## config.mk

```make
export PLATFORM = sky130hd
export DESIGN_NAME = nand_id_probe
export DESIGN_NICKNAME = d
export VERILOG_FILES = /design/src/rtl/nand_idp_pkg.sv /design/src/rtl/nand_idp_bus.sv /design/src/rtl/nand_idp_decode.sv /design/src/rtl/nand_id_probe.sv
export SDC_FILE = /design/constraint.sdc
export NUM_CORES = 1
export LEC_CHECK = 0
export BUFFER_PORTS_ARGS = -buffer_cell sky130_fd_sc_hd__buf_2
export CAP_MARGIN = 20
export CORE_AREA = 2 2 108 110
export DETAILED_ROUTE_END_ITERATION = 10
export DIE_AREA = 0 0 110 112
export GPL_TIMING_DRIVEN = 0
export PLACE_DENSITY = 0.9
export SYNTH_ARGS = -nofsm -noshare
export SYNTH_HDL_FRONTEND = slang
export SYNTH_HIERARCHICAL = 1
export SYNTH_SLANG_ARGS = --single-unit
```

## constraint.sdc

```tcl
create_clock -name clk -period 3.32 [get_ports clk]
set_clock_uncertainty 0.1 [all_clocks]
set_input_delay 0.332 -clock clk [delete_from_list [all_inputs] [get_ports clk]]
set_output_delay 0.332 -clock clk [all_outputs]
set_load 0.02 [all_outputs]
```

## src/rtl/nand_idp_pkg.sv

```systemverilog
package nand_idp_pkg;

   typedef enum logic [1:0] {OP_CMD, OP_ADR, OP_RD} op_kind_t;
   typedef enum logic [1:0] {E_IDLE, E_LOW, E_HOLD} eng_st_t;

   localparam logic [7:0]  CMD_READ_ID     = 8'h90;
   localparam logic [7:0]  ADR_VENDOR_ID   = 8'h00;
   localparam logic [7:0]  ADR_STD_ID      = 8'h20;
   // signature, first byte read in the low bits: 'O','N','F','I'
   localparam logic [31:0] STD_SIG         = 32'h4946_4E4F;
   localparam int          ID_LEN          = 5;
   localparam int          SIG_LEN         = 4;
   localparam int          GEO_BYTE        = 3;
   localparam int          PAGE_LOG2_BASE  = 10;
   localparam int          BLOCK_LOG2_BASE = 16;

endpackage

```

## src/rtl/nand_idp_bus.sv

```systemverilog
module nand_idp_bus
   import nand_idp_pkg::*;
#(
   parameter int DW     = 8,
   parameter int WE_CYC = 2,
   parameter int RD_CYC = 3
) (
   input  logic          clk,
   input  logic          rst_n,
   input  logic          op_go,
   input  op_kind_t      op_kind,
   input  logic [DW-1:0] op_data,
   input  logic [DW-1:0] dq_i,
   output logic          op_done,
   output logic [DW-1:0] rd_data,
   output logic          cle,
   output logic          ale,
   output logic          we_n,
   output logic          re_n,
   output logic [DW-1:0] dq_o,
   output logic          dq_oe
);

   localparam int MAXC = (WE_CYC > RD_CYC) ? WE_CYC : RD_CYC;
   localparam int CW   = $clog2(MAXC + 1);

   generate
      if (WE_CYC < 1 || RD_CYC < 1) begin : g_bad_timing
         $error("nand_idp_bus: strobe widths must be at least one cycle");
      end
   endgenerate

   eng_st_t       st_q;
   logic [CW-1:0] cnt_q;

   always_ff @(posedge clk or negedge rst_n) begin
      if (!rst_n) begin
         st_q    <= E_IDLE;
         cnt_q   <= '0;
         cle     <= 1'b0;
         ale     <= 1'b0;
         we_n    <= 1'b1;
         re_n    <= 1'b1;
         dq_o    <= '0;
         dq_oe   <= 1'b0;
         rd_data <= '0;
      end else begin
         case (st_q)
            E_IDLE: begin
               if (op_go) begin
                  st_q  <= E_LOW;
                  cle   <= (op_kind == OP_CMD);
                  ale   <= (op_kind == OP_ADR);
                  dq_oe <= (op_kind != OP_RD);
                  dq_o  <= op_data;
                  we_n  <= (op_kind == OP_RD);
                  re_n  <= (op_kind != OP_RD);
                  cnt_q <= (op_kind == OP_RD) ? CW'(RD_CYC - 1) : CW'(WE_CYC - 1);
               end
            end
            E_LOW: begin
               if (cnt_q == '0) begin
                  st_q <= E_HOLD;
                  we_n <= 1'b1;
                  re_n <= 1'b1;
                  if (!re_n) rd_data <= dq_i;
               end else begin
                  cnt_q <= cnt_q - 1'b1;
               end
            end
            E_HOLD: begin
               st_q  <= E_IDLE;
               cle   <= 1'b0;
               ale   <= 1'b0;
               dq_oe <= 1'b0;
            end
            default: st_q <= E_IDLE;
         endcase
      end
   end

   assign op_done = (st_q == E_HOLD);

   a_r11_latch_excl: assert property (@(posedge clk) disable iff (!rst_n)
      !(cle && ale));
   a_r11_strobe_excl: assert property (@(posedge clk) disable iff (!rst_n)
      !(!we_n && !re_n));
   a_r11_no_drive_on_read: assert property (@(posedge clk) disable iff (!rst_n)
      !re_n |-> !dq_oe);
   a_r4_read_held: assert property (@(posedge clk) disable iff (!rst_n)
      (!re_n && cnt_q != '0) |=> !re_n);

endmodule

```

## src/rtl/nand_idp_decode.sv

```systemverilog
module nand_idp_decode
   import nand_idp_pkg::*;
#(
   parameter int DW = 8
) (
   input  logic [DW-1:0]         geo_byte,
   input  logic [SIG_LEN*DW-1:0] sig_bytes,
   output logic [3:0]            page_log2,
   output logic [4:0]            block_log2,
   output logic                  std_ok
);

   generate
      if (DW < 8) begin : g_bad_width
         $error("nand_idp_decode: data width must be at least 8");
      end
   endgenerate

   logic [SIG_LEN-1:0] eq;

   generate
      for (genvar g = 0; g < SIG_LEN; g++) begin : g_sig
         assign eq[g] = (sig_bytes[g*DW +: DW] == DW'(STD_SIG[g*8 +: 8]));
      end
   endgenerate

   assign std_ok     = &eq;
   assign page_log2  = 4'(PAGE_LOG2_BASE)  + 4'(geo_byte[1:0]);
   assign block_log2 = 5'(BLOCK_LOG2_BASE) + 5'(geo_byte[5:4]);

endmodule

```

## src/rtl/nand_id_probe.sv

```systemverilog
module nand_id_probe
   import nand_idp_pkg::*;
#(
   parameter int DW     = 8,
   parameter int WE_CYC = 2,
   parameter int RD_CYC = 3
) (
   input  logic                 clk,
   input  logic                 rst_n,
   input  logic                 start_i,
   output logic                 nand_ce_n_o,
   output logic                 nand_cle_o,
   output logic                 nand_ale_o,
   output logic                 nand_we_n_o,
   output logic                 nand_re_n_o,
   output logic [DW-1:0]        nand_dq_o,
   output logic                 nand_dq_oe_o,
   input  logic [DW-1:0]        nand_dq_i,
   output logic                 busy_o,
   output logic                 done_o,
   output logic [ID_LEN*DW-1:0] id_bytes_o,
   output logic [3:0]           page_log2_o,
   output logic [4:0]           block_log2_o,
   output logic                 std_sig_o
);

   // op sequence: cmd, adr, ID_LEN reads, cmd, adr, SIG_LEN reads
   localparam int P2    = 2 + ID_LEN;
   localparam int RD1   = 2;
   localparam int RD2   = P2 + 2;
   localparam int N_OPS = P2 + 2 + SIG_LEN;
   localparam int SW    = $clog2(N_OPS + 1);

   logic          run_q, wait_q, done_q;
   logic [SW-1:0] step_q;
   op_kind_t      op_kind;
   logic [DW-1:0] op_data;
   logic          op_go, op_done;
   logic [DW-1:0] rd_data;

   logic [ID_LEN*DW-1:0]  id_cap;
   logic [SIG_LEN*DW-1:0] sig_cap;
   logic [3:0]            dec_page;
   logic [4:0]            dec_block;
   logic                  dec_ok;

   always_comb begin
      op_kind = OP_RD;
      op_data = '0;
      if (step_q == SW'(0) || step_q == SW'(P2)) begin
         op_kind = OP_CMD;
         op_data = DW'(CMD_READ_ID);
      end else if (step_q == SW'(1)) begin
         op_kind = OP_ADR;
         op_data = DW'(ADR_VENDOR_ID);
      end else if (step_q == SW'(P2 + 1)) begin
         op_kind = OP_ADR;
         op_data = DW'(ADR_STD_ID);
      end
   end

   assign op_go = run_q && !wait_q && (step_q != SW'(N_OPS));

   always_ff @(posedge clk or negedge rst_n) begin
      if (!rst_n) begin
         run_q        <= 1'b0;
         wait_q       <= 1'b0;
         done_q       <= 1'b0;
         step_q       <= '0;
         id_bytes_o   <= '0;
         page_log2_o  <= 4'(PAGE_LOG2_BASE);
         block_log2_o <= 5'(BLOCK_LOG2_BASE);
         std_sig_o    <= 1'b0;
      end else begin
         done_q <= 1'b0;
         if (!run_q) begin
            if (start_i) begin
               run_q  <= 1'b1;
               wait_q <= 1'b0;
               step_q <= '0;
            end
         end else if (step_q == SW'(N_OPS)) begin
            run_q        <= 1'b0;
            done_q       <= 1'b1;
            id_bytes_o   <= id_cap;
            page_log2_o  <= dec_page;
            block_log2_o <= dec_block;
            std_sig_o    <= dec_ok;
         end else if (!wait_q) begin
            wait_q <= 1'b1;
         end else if (op_done) begin
            wait_q <= 1'b0;
            step_q <= step_q + 1'b1;
         end
      end
   end

   generate
      for (genvar g = 0; g < ID_LEN; g++) begin : g_id
         logic [DW-1:0] b_q;
         always_ff @(posedge clk or negedge rst_n) begin
            if (!rst_n) b_q <= '0;
            else if (run_q && op_done && step_q == SW'(RD1 + g)) b_q <= rd_data;
         end
         assign id_cap[g*DW +: DW] = b_q;
      end
      for (genvar g = 0; g < SIG_LEN; g++) begin : g_sg
         logic [DW-1:0] b_q;
         always_ff @(posedge clk or negedge rst_n) begin
            if (!rst_n) b_q <= '0;
            else if (run_q && op_done && step_q == SW'(RD2 + g)) b_q <= rd_data;
         end
         assign sig_cap[g*DW +: DW] = b_q;
      end
   endgenerate

   nand_idp_bus #(.DW(DW), .WE_CYC(WE_CYC), .RD_CYC(RD_CYC)) bus_i (
      .clk     (clk),
      .rst_n   (rst_n),
      .op_go   (op_go),
      .op_kind (op_kind),
      .op_data (op_data),
      .dq_i    (nand_dq_i),
      .op_done (op_done),
      .rd_data (rd_data),
      .cle     (nand_cle_o),
      .ale     (nand_ale_o),
      .we_n    (nand_we_n_o),
      .re_n    (nand_re_n_o),
      .dq_o    (nand_dq_o),
      .dq_oe   (nand_dq_oe_o)
   );

   nand_idp_decode #(.DW(DW)) dec_i (
      .geo_byte   (id_cap[GEO_BYTE*DW +: DW]),
      .sig_bytes  (sig_cap),
      .page_log2  (dec_page),
      .block_log2 (dec_block),
      .std_ok     (dec_ok)
   );

   assign nand_ce_n_o = !run_q;
   assign busy_o      = run_q;
   assign done_o      = done_q;

   a_r9_done_single: assert property (@(posedge clk) disable iff (!rst_n)
      done_o |=> !done_o);
   a_r9_idle_at_done: assert property (@(posedge clk) disable iff (!rst_n)
      done_o |-> !busy_o);
   a_r9_page_hold: assert property (@(posedge clk) disable iff (!rst_n)
      !$stable(page_log2_o) |-> done_o);
   a_r9_bytes_hold: assert property (@(posedge clk) disable iff (!rst_n)
      !$stable(id_bytes_o) |-> done_o);
   a_r10_start_ignored: assert property (@(posedge clk) disable iff (!rst_n)
      (busy_o && start_i && step_q != SW'(N_OPS)) |=> busy_o);
   a_r6_page_range: assert property (@(posedge clk) disable iff (!rst_n)
      done_o |-> (page_log2_o >= 4'd10 && page_log2_o <= 4'd13));
   a_r7_block_range: assert property (@(posedge clk) disable iff (!rst_n)
      done_o |-> (block_log2_o >= 5'd16 && block_log2_o <= 5'd19));

endmodule

```

After elaboration in Yosys (flattened, before gate mapping)
Cells that the tools add are included.
- register bits after elaboration: 154
- bits of input ports: 11
- word-level logic and storage cells: 130
- reductions and logical operators: 32
- mux-type cells: 38
- bitwise gates (word level): 1
- equality and inequality tests: 29
- $add $sub $neg: 4
- operator list (cell ; count):
    == test 8 x 7 -> 1 bit, second input constant ; 4
    == test 4 bit, second input constant ; 6
    two-way mux 4 bit ; 5
    == test 4 x 3 -> 1 bit, second input constant ; 4
    two-way mux 2 bit ; 8
    two-way mux 8 bit ; 2
    two-way mux 1 bit ; 15
    logical AND 1 bit ; 12
    one-hot mux 1 bit (2 select lines) ; 5
    AND reduction 2 bit ; 5
    AND reduction 3 bit ; 3
    == test 4 x 2 -> 1 bit, second input constant ; 2
    != test 2 x 1 -> 1 bit, second input constant ; 4
    one-hot mux 2 bit (2 select lines) ; 2
    AND reduction 4 bit ; 2
    zero test 2 bit ; 3
    two-way mux 6 bit ; 1
    != test 2 bit, second input constant ; 3
    nonzero test 2 bit ; 3
    adder 5 x 2 -> 5 bit, first input constant ; 1
    adder 4 x 1 -> 4 bit, second input constant ; 1
    adder 4 x 2 -> 4 bit, first input constant ; 1
    == test 2 x 1 -> 1 bit, second input constant ; 2
    == test 2 bit, second input constant ; 2
    other kinds (7) ; 8

Logic depth before layout (Yosys ltp)
- word-level depth: 8
- depth in mapped cells: 10
- mapped depth without buffers: 8

Hierarchy
Netlist, hierarchy kept.
- by module, submodules not included (module ; times used ; area each (µm²) ; cells an instance):
    nand_id_probe ; 1 ; 5084.9 ; 327
    nand_idp_bus ; 1 ; 1086.0 ; 82
    nand_idp_decode ; 1 ; 180.2 ; 23

Least setup slack after synthesis
No wires, ideal clock.
- path kind: flip-flop to flip-flop
- start: register step_q[0]
- end: register bus_i.dq_o[1]
- clock period less this slack: 2.320 ns
- path buffers: 3
- path slack: 1.000 ns
- cell stages (with the launch flop): 9
- data arrival time: 2.095 ns
- path through: dfrtp_1 ha_1 clkbuf_1 and3_1 nor3_1 clkbuf_2 nor3b_1 buf_4 mux2_2
- longest elaborated chain between the ends: 3
- elaborated cells on any way between the ends: 9
- classes of those cells: eq/ne: 3; mux: 2; reduce/logical: 4
- RTL lines (element ; RTL line ; RTL):
    start: declaration ; nand_id_probe.sv:35 ; logic [SW-1:0] step_q;
    start signal: assignment ; nand_id_probe.sv:93 ; step_q <= step_q + 1'b1;
    != test 4 bit ; nand_id_probe.sv:62 ; assign op_go = run_q && !wait_q && (step_q != SW'(N_OPS));
    logical AND 1 bit ; nand_id_probe.sv:62 ;
    net op_go ; nand_id_probe.sv:38 ; logic op_go, op_done;
    AND reduction 2 bit (no source line) ; - ;
    end signal: assignment ; nand_idp_bus.sv:55 ; dq_o <= op_data;
    end: declaration ; nand_idp_bus.sv:20 ; output logic [DW-1:0] dq_o,
The timed path passes the listed nets, and every way through them passes these cells.
A chain may end at the register's enable or synchronous reset.

Final worst setup path
- start: register step_q[1]
- end: register bus_i.dq_o[4]
The elaborated chain is that of the path after synthesis.

==> run metrics <==
HP Class input port to register; slowest CP cell dfrtp_1; Reg power frac 0.441; period utilisation layout 0.792; Top delay family on crit path buffers and inverters; Area contributors post-synth dfrtp_1 (59%), mux2_2 (24%), dfstp_2 (2.1%); post-layout power 6.16 mW; GRT Util Overall 0.222; Max stage delay on crit path 0.41 ns; Leak 3.91 nW; Site Rows 39; Worst Slack Setup Final 0.689 ns; first-pass GRT wire length 20400 um; synthesized flop and latch total 154; htree depth 4; Buffers on Ports 76; Mapped Avg Cell Area 14.7 sq um; Iter 0 DRT Violations 190; Die Height 112 um; Synth top area share 0.587; filler cell count 752; CP Cell Sequence inv_1, ha_1, clkbuf_1, and3_1, nor3_1, clkbuf_2, nor3b_1, buf_4, mux2_2; CP bufs+invs 4; Slew HR 0.560; arrival time worst endpoint 2.84 ns; Routed WL 12400 um; CTS tree built; root buf cell clkbuf_16; cell with the most instances after synthesis dfrtp_1; I/O pins 77; WL/cell 18.0 um; RSZ-0062 raised after global routing no; f_max 0.380 GHz; Antenna Nets Post-Route 0; top cells by count, synth dfrtp_1 (149), mux2_2 (134), inv_1 (11); Placed Cells 658; FF/Latch Area 3860 sq um; footprint of the multi-input gates 2320 sq um; cell area after synthesis 6350 sq um; worst skew pair latency 0.42 ns; Post-Place Worst Slack 0.742 ns; largest net degree at the start of global routing 109; Sw Share 0.299; CP Launch Type register; die width 110 um; Syn. warnings 6; Cell variety after synth 45; sequential-to-total area share from yosys stat 0.608; total CTS buffers 17; initial antenna violation count 0; switching power 1.84 mW; peak supply drop 0.471 mV; GPL Wtd Cong 0.864; grt total ovfl 0; diode count 0; Top FF cell, synth dfrtp_1; area leader, netlist dfrtp_1; CTS sink cnt 154; WS Path Type register to register; die area 12300 sq um; max_cap viols 0; endpoints failing setup 0; vias per inst 5.45; Crit path required time 3.53 ns; starting density of the core 0.568; async set-or-reset flop fraction in the synthesized netlist 1.00; maximum root-to-sink buffer count 2; Core ar. 11200 sq um; drt pass-1 iters 5; Cells after Synth 432; area grow syn2layout 20.1%; status completed; combinational share of power 0.218; Clock power frac 0.341; Hold Fails Final Rpt 0; drt drc 0; vias in the first global route 4032; layout cells sized above 1 0.514; Final nets 552; number of flops mapped to enable cells by yosys 0; vias 3758; dpl hpwl 8160 um; TNS Setup 0 ns; Worst Setup End Kind register; Power Density 808 nW/um^2; minimum clock period 2.63 ns; Worst-path clk slew 0.06 ns; Non-Filler Instances 690; Slew @ Worst Pin 0.658 ns; fin. max-slew vios 0; crit-path max FO 10; P_int 4.32 mW
==> repair_timing <==
item	CTS	global route
gates resized for setup	0	0
setup buffers	0	0
endpoints found under the hold margin	44	0
endpoints found under the setup margin	0	0
hold buffers	1	0
==> kinds of logic (layout without fill, tap and decap cells) <==
kind of cell | after synthesis | in the layout | synth area share
buffers and inverters | 36 | 145 | 0.0305
AO/OA/AOI/OAI | 26 | 26 | 0.0270
adder cells (fa/ha/maj) | 6 | 6 | 0.0118
flip-flops | 154 | 154 | 0.608
AND/OR/NAND/NOR | 69 | 69 | 0.0764
multiplexers | 138 | 138 | 0.245
other | 3 | 9 | 0.00177
==> layout by cell type (no fill, tap or decap), drive strengths merged, types with 3 or more instances in the layout <==
cell type / Yosys / layout
a21oi: 8 / 8
a31oi: 3 / 3
buf: 21 / 98
bufinv: 0 / 5
clkbuf: 4 / 25
clkinvlp: 0 / 3
conb: 3 / 9
dfrtp: 149 / 149
dfstp: 5 / 5
ha: 6 / 6
inv: 11 / 12
mux2: 138 / 138
nand2: 9 / 9
nand2b: 5 / 5
nand3: 6 / 6
nand4: 7 / 7
nor2: 15 / 15
nor2b: 4 / 4
nor3: 3 / 3
nor3b: 5 / 5
nor4b: 5 / 5
o22a: 3 / 3
==> power by group through the flow <==
stage | Clock [mW] | Sequential [mW] | Combinational, mW
CTS | 2.14 | 2.72 | 1.35
floorplan | 0 | 2.75 | 0.823
finish | 2.10 | 2.71 | 1.34
detailed placement | 0 | 2.74 | 1.34
global route | 2.23 | 2.77 | 1.47
global placement | 0 | 2.70 | 1.27
==> layer usage <==
metal,track usage,part of all wire,vias up
met2,0.360,0.51,103
met1,0.274,0.42,1901
met5,0,0,-
li1,-,-,1728
met4,0.0844,0.023,0
met3,0.0749,0.048,26
==> stage by stage <==
| step | utilization | hold WS [ns] | area [sq um] |
|---|---|---|---|
| floorplan | - | -0.0636 | 6370 |
| global placement | 0.620 | 0.369 | 6930 |
| detailed placement | 0.623 | 0.192 | 6970 |
| CTS | 0.683 | 0.0301 | 7630 |
| global route | 0.683 | 0.0463 | 7630 |
| finish | 0.683 | 0.0447 | 7630 |
==> cell type report <==
| class | count | share of cell area |
|---|---|---|
| buffer | 25 | 0.0200 |
| clock buffer | 21 | 0.0604 |
| clock inverter | 10 | 0.0249 |
| inverter | 11 | 0.00541 |
| multi-input combinational | 248 | 0.304 |
| sequential | 154 | 0.506 |
| tap | 143 | 0.0235 |
| timing repair buffer | 78 | 0.0556 |
==> final timing paths <==
kind                                startpoint               end  cells after the start  slack, ns
worst min-delay path              nand_dq_i[6]  bus_i/rd_data[6]                      2       0.04
max in group asynchronous                rst_n    page_log2_o[1]                      3       1.96
worst max register to register       step_q[1]     bus_i/dq_o[4]                      9       0.69
worst max-delay path                 step_q[1]     bus_i/dq_o[4]                      9       0.69
worst min register to register  id_bytes_o[25]    id_bytes_o[25]                      1       0.39
min in group asynchronous                rst_n    g_id[0].b_q[7]                      2       0.32
==> flip-flops by register name, indices dropped and copies added, names as in the netlist, 2 cells and up <==
signal	count
bus_i/st_q	2
bus_i/cnt_q	2
step_q	4
page_log2_o	4
bus_i/dq_o	8
id_bytes_o	40
block_log2_o	5
bus_i/rd_data	8
g_id.b_q	40
g_sg.b_q	32
Note: power is estimated with default switching activity, not from simulation.
